[src/rtl/otp_seq_pkg.sv]
`timescale 1ns/1ps
package otp_seq_pkg;

  typedef enum logic [4:0] {
    S_ROM, S_ID, S_FCMD, S_PROF, S_ALO, S_AHI, S_ACRC, S_RD, S_RDCRC,
    S_WMDAT, S_WMCRC, S_WMPGM, S_WMVFY, S_WSDAT, S_WSCRC, S_WSPGM, S_WSVFY, S_IDLE
  } seq_state_e;

  localparam logic [7:0] OP_ID_READ  = 8'h33;
  localparam logic [7:0] OP_SELECT   = 8'hCC;
  localparam logic [7:0] OP_RD_FIELD = 8'hF0;
  localparam logic [7:0] OP_RD_PAGE  = 8'hC3;
  localparam logic [7:0] OP_WR_MEM   = 8'h0F;
  localparam logic [7:0] OP_RD_STAT  = 8'hAA;
  localparam logic [7:0] OP_WR_STAT  = 8'h55;
  localparam logic [7:0] OP_PROFILE  = 8'h99;
  localparam logic [7:0] OP_PROGRAM  = 8'h5A;
  localparam logic [7:0] PROFILE_ANS = 8'h55;

  // reflected form of x^8+x^5+x^4+1, data bit 0 first
  function automatic logic [7:0] crc8_byte(input logic [7:0] c, input logic [7:0] d);
    logic [7:0] r;
    logic       fb;
    r = c;
    for (int i = 0; i < 8; i++) begin
      fb = r[0] ^ d[i];
      r  = r >> 1;
      if (fb) r = r ^ 8'h8C;
    end
    return r;
  endfunction

  function automatic logic [7:0] id_crc(input logic [7:0] fam, input logic [47:0] ser);
    logic [7:0] c;
    c = crc8_byte(8'h00, fam);
    for (int i = 0; i < 6; i++) c = crc8_byte(c, ser[8*i +: 8]);
    return c;
  endfunction

endpackage

[src/rtl/otp_crc8.sv]
`timescale 1ns/1ps
module otp_crc8
  import otp_seq_pkg::*;
(
  input  logic       clk,
  input  logic       rst_n,
  input  logic       clr,
  input  logic       ld,
  input  logic [7:0] ld_val,
  input  logic       sh,
  input  logic [7:0] sh_byte,
  output logic [7:0] crc
);
  always_ff @(posedge clk or negedge rst_n) begin
    if (!rst_n)   crc <= 8'h00;
    else if (clr) crc <= 8'h00;
    else if (ld)  crc <= ld_val;
    else if (sh)  crc <= crc8_byte(crc, sh_byte);
  end
endmodule

[src/rtl/otp_arrays.sv]
`timescale 1ns/1ps
module otp_arrays #(
  parameter int PAGES      = 4,
  parameter int PAGE_BYTES = 32,
  parameter int SEG_BYTES  = 8,
  parameter int STAT_BYTES = 8,
  localparam int DATA_BYTES = PAGES * PAGE_BYTES,
  localparam int SEGS       = DATA_BYTES / SEG_BYTES,
  localparam int SGW        = $clog2(SEGS),
  localparam int SAW        = $clog2(STAT_BYTES)
) (
  input  logic                      clk,
  input  logic                      rst_n,
  input  logic                      seg_we,
  input  logic [SGW-1:0]            seg_sel,
  input  logic [SEG_BYTES*8-1:0]    seg_mask,
  input  logic                      st_we,
  input  logic [SAW-1:0]            st_sel,
  input  logic [7:0]                st_mask,
  output logic [DATA_BYTES*8-1:0]   data_flat,
  output logic [STAT_BYTES*8-1:0]   stat_flat
);
  // data array: one register per byte, write gated by the page protect bit
  for (genvar b = 0; b < DATA_BYTES; b++) begin : g_data
    localparam int PG = b / PAGE_BYTES;
    localparam int SG = b / SEG_BYTES;
    localparam int OF = b % SEG_BYTES;
    logic [7:0] q;
    always_ff @(posedge clk or negedge rst_n) begin
      if (!rst_n) q <= 8'hFF;
      else if (seg_we && seg_sel == SGW'(SG) && stat_flat[PG])
        q <= q & seg_mask[8*OF +: 8];
    end
    assign data_flat[8*b +: 8] = q;
  end

  // status field: last byte fixed at zero
  for (genvar s = 0; s < STAT_BYTES; s++) begin : g_stat
    logic [7:0] q;
    if (s == STAT_BYTES - 1) begin : g_fixed
      always_ff @(posedge clk or negedge rst_n) begin
        if (!rst_n) q <= 8'h00;
        else        q <= 8'h00;
      end
    end else begin : g_prog
      always_ff @(posedge clk or negedge rst_n) begin
        if (!rst_n) q <= 8'hFF;
        else if (st_we && st_sel == SAW'(s)) q <= q & st_mask;
      end
    end
    assign stat_flat[8*s +: 8] = q;
  end
endmodule

[src/rtl/otp_seq.sv]
`timescale 1ns/1ps
module otp_seq
  import otp_seq_pkg::*;
#(
  parameter logic [7:0]  ID_FAMILY  = 8'h09,
  parameter logic [47:0] ID_SERIAL  = 48'h7E61_0F12_A5C3,
  parameter int          PAGES      = 4,
  parameter int          PAGE_BYTES = 32,
  parameter int          SEG_BYTES  = 8,
  parameter int          STAT_BYTES = 8
) (
  input  logic       clk,
  input  logic       rst_n,
  input  logic       bus_rst,
  input  logic       vpp_ok,
  input  logic       rx_valid,
  output logic       rx_ready,
  input  logic [7:0] rx_byte,
  input  logic       tx_req,
  output logic       tx_valid,
  output logic [7:0] tx_byte
);
  localparam int DATA_BYTES = PAGES * PAGE_BYTES;
  localparam int DAW        = $clog2(DATA_BYTES);
  localparam int PBW        = $clog2(PAGE_BYTES);
  localparam int SAW        = $clog2(STAT_BYTES);
  localparam int CW         = $clog2(SEG_BYTES);
  localparam int SGW        = DAW - CW;
  localparam int CNTW       = (CW > 3) ? CW : 3;
  localparam logic [63:0] ROM_IMAGE = {id_crc(ID_FAMILY, ID_SERIAL), ID_SERIAL, ID_FAMILY};

  seq_state_e st, st_n;
  logic [15:0] addr, addr_n, addr_inc;
  logic [7:0]  mode, mode_n;
  logic [CNTW-1:0] cnt, cnt_n;
  logic [SEG_BYTES*8-1:0] stage_q, stage_n;
  logic [7:0]  tx_d;
  logic        rx_take;

  logic        crc_clr, crc_ld, crc_sh;
  logic [7:0]  crc_ldv, crc_in, crc;
  logic        seg_we, st_we;

  logic [DATA_BYTES*8-1:0] data_flat;
  logic [STAT_BYTES*8-1:0] stat_flat;

  logic        mem_ok, stat_ok, in_range, last_byte;
  logic [7:0]  data_byte, stat_byte, vfy_byte, rd_byte;

  otp_crc8 u_crc (
    .clk(clk), .rst_n(rst_n), .clr(crc_clr), .ld(crc_ld), .ld_val(crc_ldv),
    .sh(crc_sh), .sh_byte(crc_in), .crc(crc)
  );

  otp_arrays #(
    .PAGES(PAGES), .PAGE_BYTES(PAGE_BYTES), .SEG_BYTES(SEG_BYTES), .STAT_BYTES(STAT_BYTES)
  ) u_arr (
    .clk(clk), .rst_n(rst_n),
    .seg_we(seg_we), .seg_sel(addr[DAW-1:CW]), .seg_mask(stage_q),
    .st_we(st_we), .st_sel(addr[SAW-1:0]), .st_mask(stage_q[7:0]),
    .data_flat(data_flat), .stat_flat(stat_flat)
  );

  // read-side decode
  assign mem_ok    = addr < 16'(DATA_BYTES);
  assign stat_ok   = addr < 16'(STAT_BYTES);
  assign addr_inc  = addr + 16'd1;
  assign data_byte = data_flat[{addr[DAW-1:0], 3'b000} +: 8];
  assign stat_byte = stat_flat[{addr[SAW-1:0], 3'b000} +: 8];
  assign vfy_byte  = data_flat[{addr[DAW-1:CW], cnt[CW-1:0], 3'b000} +: 8];
  assign in_range  = (mode == OP_RD_STAT) ? stat_ok : mem_ok;
  assign rd_byte   = (mode == OP_RD_STAT) ? stat_byte : data_byte;

  always_comb begin
    if (mode == OP_RD_STAT)      last_byte = addr == 16'(STAT_BYTES - 1);
    else if (mode == OP_RD_PAGE) last_byte = &addr[PBW-1:0];
    else                         last_byte = addr == 16'(DATA_BYTES - 1);
  end

  always_comb begin
    case (st)
      S_ROM, S_FCMD, S_ALO, S_AHI, S_WMDAT, S_WMPGM,
      S_WSDAT, S_WSPGM, S_IDLE: rx_ready = 1'b1;
      default:                  rx_ready = 1'b0;
    endcase
  end
  assign rx_take = rx_valid && rx_ready;

  always_comb begin
    st_n    = st;
    addr_n  = addr;
    mode_n  = mode;
    cnt_n   = cnt;
    stage_n = stage_q;
    crc_clr = 1'b0;
    crc_ld  = 1'b0;
    crc_ldv = addr_inc[7:0];
    crc_sh  = 1'b0;
    crc_in  = rx_byte;
    seg_we  = 1'b0;
    st_we   = 1'b0;
    tx_d    = 8'hFF;
    unique case (st)
      S_ROM: if (rx_take) begin
        cnt_n = '0;
        if (rx_byte == OP_ID_READ) st_n = S_ID;
        else if (rx_byte == OP_SELECT) begin
          st_n    = S_FCMD;
          crc_clr = 1'b1;
        end else st_n = S_IDLE;
      end
      S_ID: if (tx_req) begin
        tx_d  = ROM_IMAGE[{cnt[2:0], 3'b000} +: 8];
        cnt_n = cnt + 1'b1;
        if (cnt[2:0] == 3'd7) st_n = S_IDLE;
      end
      S_FCMD: if (rx_take) begin
        mode_n = rx_byte;
        if (rx_byte == OP_RD_FIELD || rx_byte == OP_RD_PAGE || rx_byte == OP_WR_MEM ||
            rx_byte == OP_RD_STAT || rx_byte == OP_WR_STAT) begin
          crc_sh = 1'b1;
          st_n   = S_ALO;
        end else if (rx_byte == OP_PROFILE) st_n = S_PROF;
        else st_n = S_IDLE;
      end
      S_PROF: if (tx_req) begin
        tx_d = PROFILE_ANS;
        st_n = S_IDLE;
      end
      S_ALO: if (rx_take) begin
        addr_n[7:0] = rx_byte;
        crc_sh      = 1'b1;
        st_n        = S_AHI;
      end
      S_AHI: if (rx_take) begin
        addr_n[15:8] = rx_byte;
        if (mode == OP_WR_MEM) addr_n[CW-1:0] = '0;
        crc_sh = 1'b1;
        st_n   = (mode == OP_WR_STAT) ? S_WSDAT : S_ACRC;
      end
      S_ACRC: if (tx_req) begin
        tx_d    = crc;
        crc_clr = 1'b1;
        cnt_n   = '0;
        st_n    = (mode == OP_WR_MEM) ? S_WMDAT : S_RD;
      end
      S_RD: if (tx_req) begin
        if (!in_range) st_n = S_IDLE;
        else begin
          tx_d   = rd_byte;
          crc_sh = 1'b1;
          crc_in = rd_byte;
          addr_n = addr_inc;
          if (last_byte) st_n = S_RDCRC;
        end
      end
      S_RDCRC: if (tx_req) begin
        tx_d    = crc;
        crc_clr = 1'b1;
        st_n    = (mode == OP_RD_PAGE && mem_ok) ? S_RD : S_IDLE;
      end
      S_WMDAT: if (rx_take) begin
        stage_n[{cnt[CW-1:0], 3'b000} +: 8] = rx_byte;
        crc_sh = 1'b1;
        cnt_n  = cnt + 1'b1;
        if (cnt == CNTW'(SEG_BYTES - 1)) st_n = S_WMCRC;
      end
      S_WMCRC: if (tx_req) begin
        tx_d  = crc;
        cnt_n = '0;
        st_n  = S_WMPGM;
      end
      S_WMPGM: if (rx_take && rx_byte == OP_PROGRAM && vpp_ok) begin
        seg_we = mem_ok;
        st_n   = S_WMVFY;
      end
      S_WMVFY: if (tx_req) begin
        tx_d  = mem_ok ? vfy_byte : 8'hFF;
        cnt_n = cnt + 1'b1;
        if (cnt == CNTW'(SEG_BYTES - 1)) st_n = S_IDLE;
      end
      S_WSDAT: if (rx_take) begin
        stage_n[7:0] = rx_byte;
        crc_sh       = 1'b1;
        st_n         = S_WSCRC;
      end
      S_WSCRC: if (tx_req) begin
        tx_d = crc;
        st_n = S_WSPGM;
      end
      S_WSPGM: if (rx_take && rx_byte == OP_PROGRAM && vpp_ok) begin
        st_we = stat_ok;
        st_n  = S_WSVFY;
      end
      S_WSVFY: if (tx_req) begin
        tx_d   = stat_ok ? stat_byte : 8'hFF;
        addr_n = addr_inc;
        crc_ld = 1'b1;
        st_n   = (!stat_ok || addr == 16'(STAT_BYTES - 1)) ? S_IDLE : S_WSDAT;
      end
      S_IDLE: ;
      default: st_n = S_IDLE;
    endcase
    if (bus_rst) begin
      st_n    = S_ROM;
      crc_clr = 1'b1;
      seg_we  = 1'b0;
      st_we   = 1'b0;
      tx_d    = 8'hFF;
    end
  end

  always_ff @(posedge clk or negedge rst_n) begin
    if (!rst_n) begin
      st       <= S_ROM;
      addr     <= '0;
      mode     <= '0;
      cnt      <= '0;
      stage_q  <= '1;
      tx_valid <= 1'b0;
      tx_byte  <= 8'hFF;
    end else begin
      st       <= st_n;
      addr     <= addr_n;
      mode     <= mode_n;
      cnt      <= cnt_n;
      stage_q  <= stage_n;
      tx_valid <= tx_req;
      tx_byte  <= tx_d;
    end
  end
endmodule

[config.mk]
export PLATFORM = sky130hd
export DESIGN_NAME = otp_seq
export DESIGN_NICKNAME = d
export VERILOG_FILES = /design/src/rtl/otp_seq_pkg.sv /design/src/rtl/otp_crc8.sv /design/src/rtl/otp_arrays.sv /design/src/rtl/otp_seq.sv
export SDC_FILE = /design/constraint.sdc
export NUM_CORES = 2
export LEC_CHECK = 0
export BUFFER_PORTS_ARGS = -buffer_cell sky130_fd_sc_hd__buf_4
export CAP_MARGIN = 5
export CORE_ASPECT_RATIO = 0.5
export CORE_MARGIN = 4
export CORE_UTILIZATION = 35
export CTS_BUF_LIST = sky130_fd_sc_hd__clkbuf_4
export DETAILED_ROUTE_END_ITERATION = 8
export SYNTH_ARGS = -nofsm -noshare
export SYNTH_HDL_FRONTEND = slang
export SYNTH_SLANG_ARGS = --single-unit
[constraint.sdc]
create_clock -name clk -period 5.5 [get_ports clk]
set_input_delay 0.275 -clock clk [delete_from_list [all_inputs] [get_ports clk]]
set_output_delay 0.275 -clock clk [all_outputs]
set_load 0.01 [all_outputs]
==> run summary <==
status: finished, final reports clean
DIE AREA: 0.183 sq mm
slowest stage delay, CP: 640 ps
RSZ-0062 raised after global routing: false
largest net degree at the start of global routing: 179
Post-Syn Area: 0.0616 sq mm
total chip power: 0.0241 W
worst r2r src: addr[3]
cell family with most CP delay: simple AND/OR/NAND/NOR gates
register-to-register setup slack: 650 ps
hold_sp: bus_rst
type of origin of the critical path: flop
Post-Route WL: 205 mm
Reg clk slew, reported paths: 60 ps
final net count: 4608
P_leak: 25.3 nW
crit-path cells: buf_4, nand2_2, buf_4, or3_1, nor2_1, mux2i_1, nor2_1, a2111oi_0, nor3_1, nor2_1, mux2_2, dlygate4sd3_1
synth top area cells: dfstp_2 49%, mux4_2 18%, o21a_1 13%, mux2i_1 4.4%, clkbuf_1 1.7%
Final Max Slew Viols: 0
Worst Path Max Fanout: 17
Initial Utilization: 0.354
Post-synth ARST share: 1.00
CTS tree: built
initial antenna violation count: 9
CP endpoint kind: flop
CTS Buf Count: 318
Residual DRC: 0
met2 usage: 0.337
VDD IR-drop max: 298 uV
fin area: 0.0683 sq mm
Slowest cell on crit path: dfrtp_1
Syn. warnings: 0
Core ar.: 0.174 sq mm
Worst Tran Pin Value: 1170 ps
Main synth FF type: dfstp_2
post-synth top area share: 0.491
Fin. Hold Viols: 0
Avg Inst Size Synth: 13.6 sq um
Port Buffer Count: 23
RePlAce Congestion: 0.935
Worst Path Required: 6650 ps
Crit Reg-Reg Endpoint: st[1]
first-pass GRT wire length: 306 mm
Die H: 305 microns
setup tns final: 0 ps
cell mode on critical path: nor2_1
M1 GR Usage: 0.298
placed cell area: 0.0643 sq mm
drt pass-1 iters: 7
Core Util, Final: 0.392
CP Depth: 12
vias in the first global route: 45.7k
most common cell in the netlist: dfstp_2
via count: 43.3k
DP Wirelength: 126 mm
Final setup viols: 0
Post-synth EDFFs: 0
die width: 601 microns
Synth Instances: 4520
Tmin final: 4850 ps
Setup CP Type: reg -> reg
CP bufs+invs: 3
count of state elements after synthesis: 1193
Clk Latency, worst-skew pair: 1310 ps
Max H-tree Level: 5
layout cell share with drive strength beyond 1: 0.502
clock tree buffer depth: 4
hold crit path type: in -> reg
maxcap violations: 0
Cell variety after synth: 78
CTS-repair resized insts: 0
Synth area leader: dfstp_2
Tcrit/Tclk final: 0.882
Antenna Violating Nets Remaining: 0
CTS sink cnt: 1193
crit path from: addr[3]
GRT met3 Usage: 0.0576
all-layer global routing usage: 0.221
Root Buffer Master: clkbuf_4
top post-synthesis cells by count: 1152 x dfstp_2, 1083 x o21a_1, 486 x mux4_2, 284 x clkbuf_1, 270 x mux2i_1
number of DRC markers in iteration 0: 4341
WL per Instance: 28.9 microns
# rows: 108
worst reg2reg path depth: 12
Congestion Overflow GR: 0
Non-Filler Instances: 7090
Critical Path AT: 6000 ps
Rel. slew slack: 0.217
most used routing layer: met2
Worst Skew: 90.2 ps
Ports: 24
post-DR vias/cell: 6.11
Seq/Total Area, Yosys: 0.508
area grow syn2layout: 10.8%
Cells after DPL: 6538
syn_nets: 4547
f_max: 0.206 GHz
pwr dens: 354 mW/mm^2
crit path to: st[1]
[how the worst min path moves through the flow]
stage,endpoint,slack [ps],cells past startpoint
after floorplan,addr[0],-20,0
after global placement,u_arr.g_stat[1].q[5],440,1
after detailed placement,u_arr.g_stat[2].q[1],450,1
after CTS,u_crc.crc[5],30,6
after global routing,addr[13],100,5
final,u_crc.crc[5],140,6
[through the flow]
| stage | worst slack [ps] | hold WS [ps] |
|---|---|---|
| 5_1_grt | 464 | 99.4 |
| 2_1_floorplan | 1690 | -20.6 |
| 3_3_place_gp | 946 | 444 |
| 6_report | 652 | 140 |
| 3_5_place_dp | 1010 | 448 |
| 4_1_cts | 777 | 26.9 |
[power breakdown]
group	internal (W)	switching (W)
clock	0.00375	0.00374
sequential	0.00895	0.000460
combinational	0.00248	0.00476
total	0.0152	0.00896
[sequential cells by signal (all words and copies together), names as in the netlist, 5 cells and up]
signal          flops
addr               16
mode                8
st                  5
stage_q            64
tx_byte             8
u_arr.g_data.q   1024
u_arr.g_stat.q     56
u_crc.crc           8
[timing repair]
item,CTS,global route
buffers inserted,0,0
endpoints found under the hold margin,447,0
hold buffers,33,0
[layout by cell type (no fill, tap or decap), types with 14 or more instances in the layout]
cell	Yosys	final
clkbuf_4	0	440
and3_1	23	23
nor2_1	69	65
nand2_2	0	17
a21oi_1	66	65
dfstp_2	1152	1152
nand2_1	170	153
a22oi_1	44	44
clkinv_1	0	55
and2_1	16	16
o22ai_1	77	77
mux2i_1	270	270
dfrtp_1	41	36
dlygate4sd3_1	0	32
mux4_2	486	486
nor3_1	59	58
buf_4	28	146
nand3_1	51	51
a31oi_1	16	16
buf_12	1	31
o211ai_1	14	14
o21a_1	1083	1083
mux2_2	79	79
o21ai_0	74	74
[worst register-to-register path, delay by kind of cell (launching register included)]
kind            cells  cell delay, ps
compound gates      1              90
buf+inv             3            1450
flops               1             640
mux                 2             420
simple gates        6            2130
[logic make-up (layout without fill, tap and decap cells)]
kind of cell	Yosys count	after routing	synth area share
buf+inv	487	737	0.0350
compound gates	1491	1491	0.176
simple gates	483	483	0.0389
flops	1193	1193	0.508
fa+ha+maj	13	13	0.00264
mux	835	835	0.236
other cells	0	10	0
xor+xnor	18	18	0.00374
[routing by layer]
metal / share of wire / vias up
met5: 0.000063 / -
met4: 0.040 / 2
met3: 0.089 / 507
met2: 0.45 / 2165
met1: 0.42 / 23014
li1: - / 17599
[final cells by class]
| class | instances | area, sq um |
|---|---|---|
| multi-input combinational | 2840 | 28300 |
| sequential | 1193 | 31300 |
| timing repair buffer | 211 | 2080 |
| clock inverter | 69 | 320 |
| antenna | 10 | 25.0 |
| inverter | 17 | 72.6 |
| clock buffer | 440 | 3300 |
| tap | 2310 | 2890 |
| fill | 16162 | 106000 |
Power figures use the tool's default switching activity.
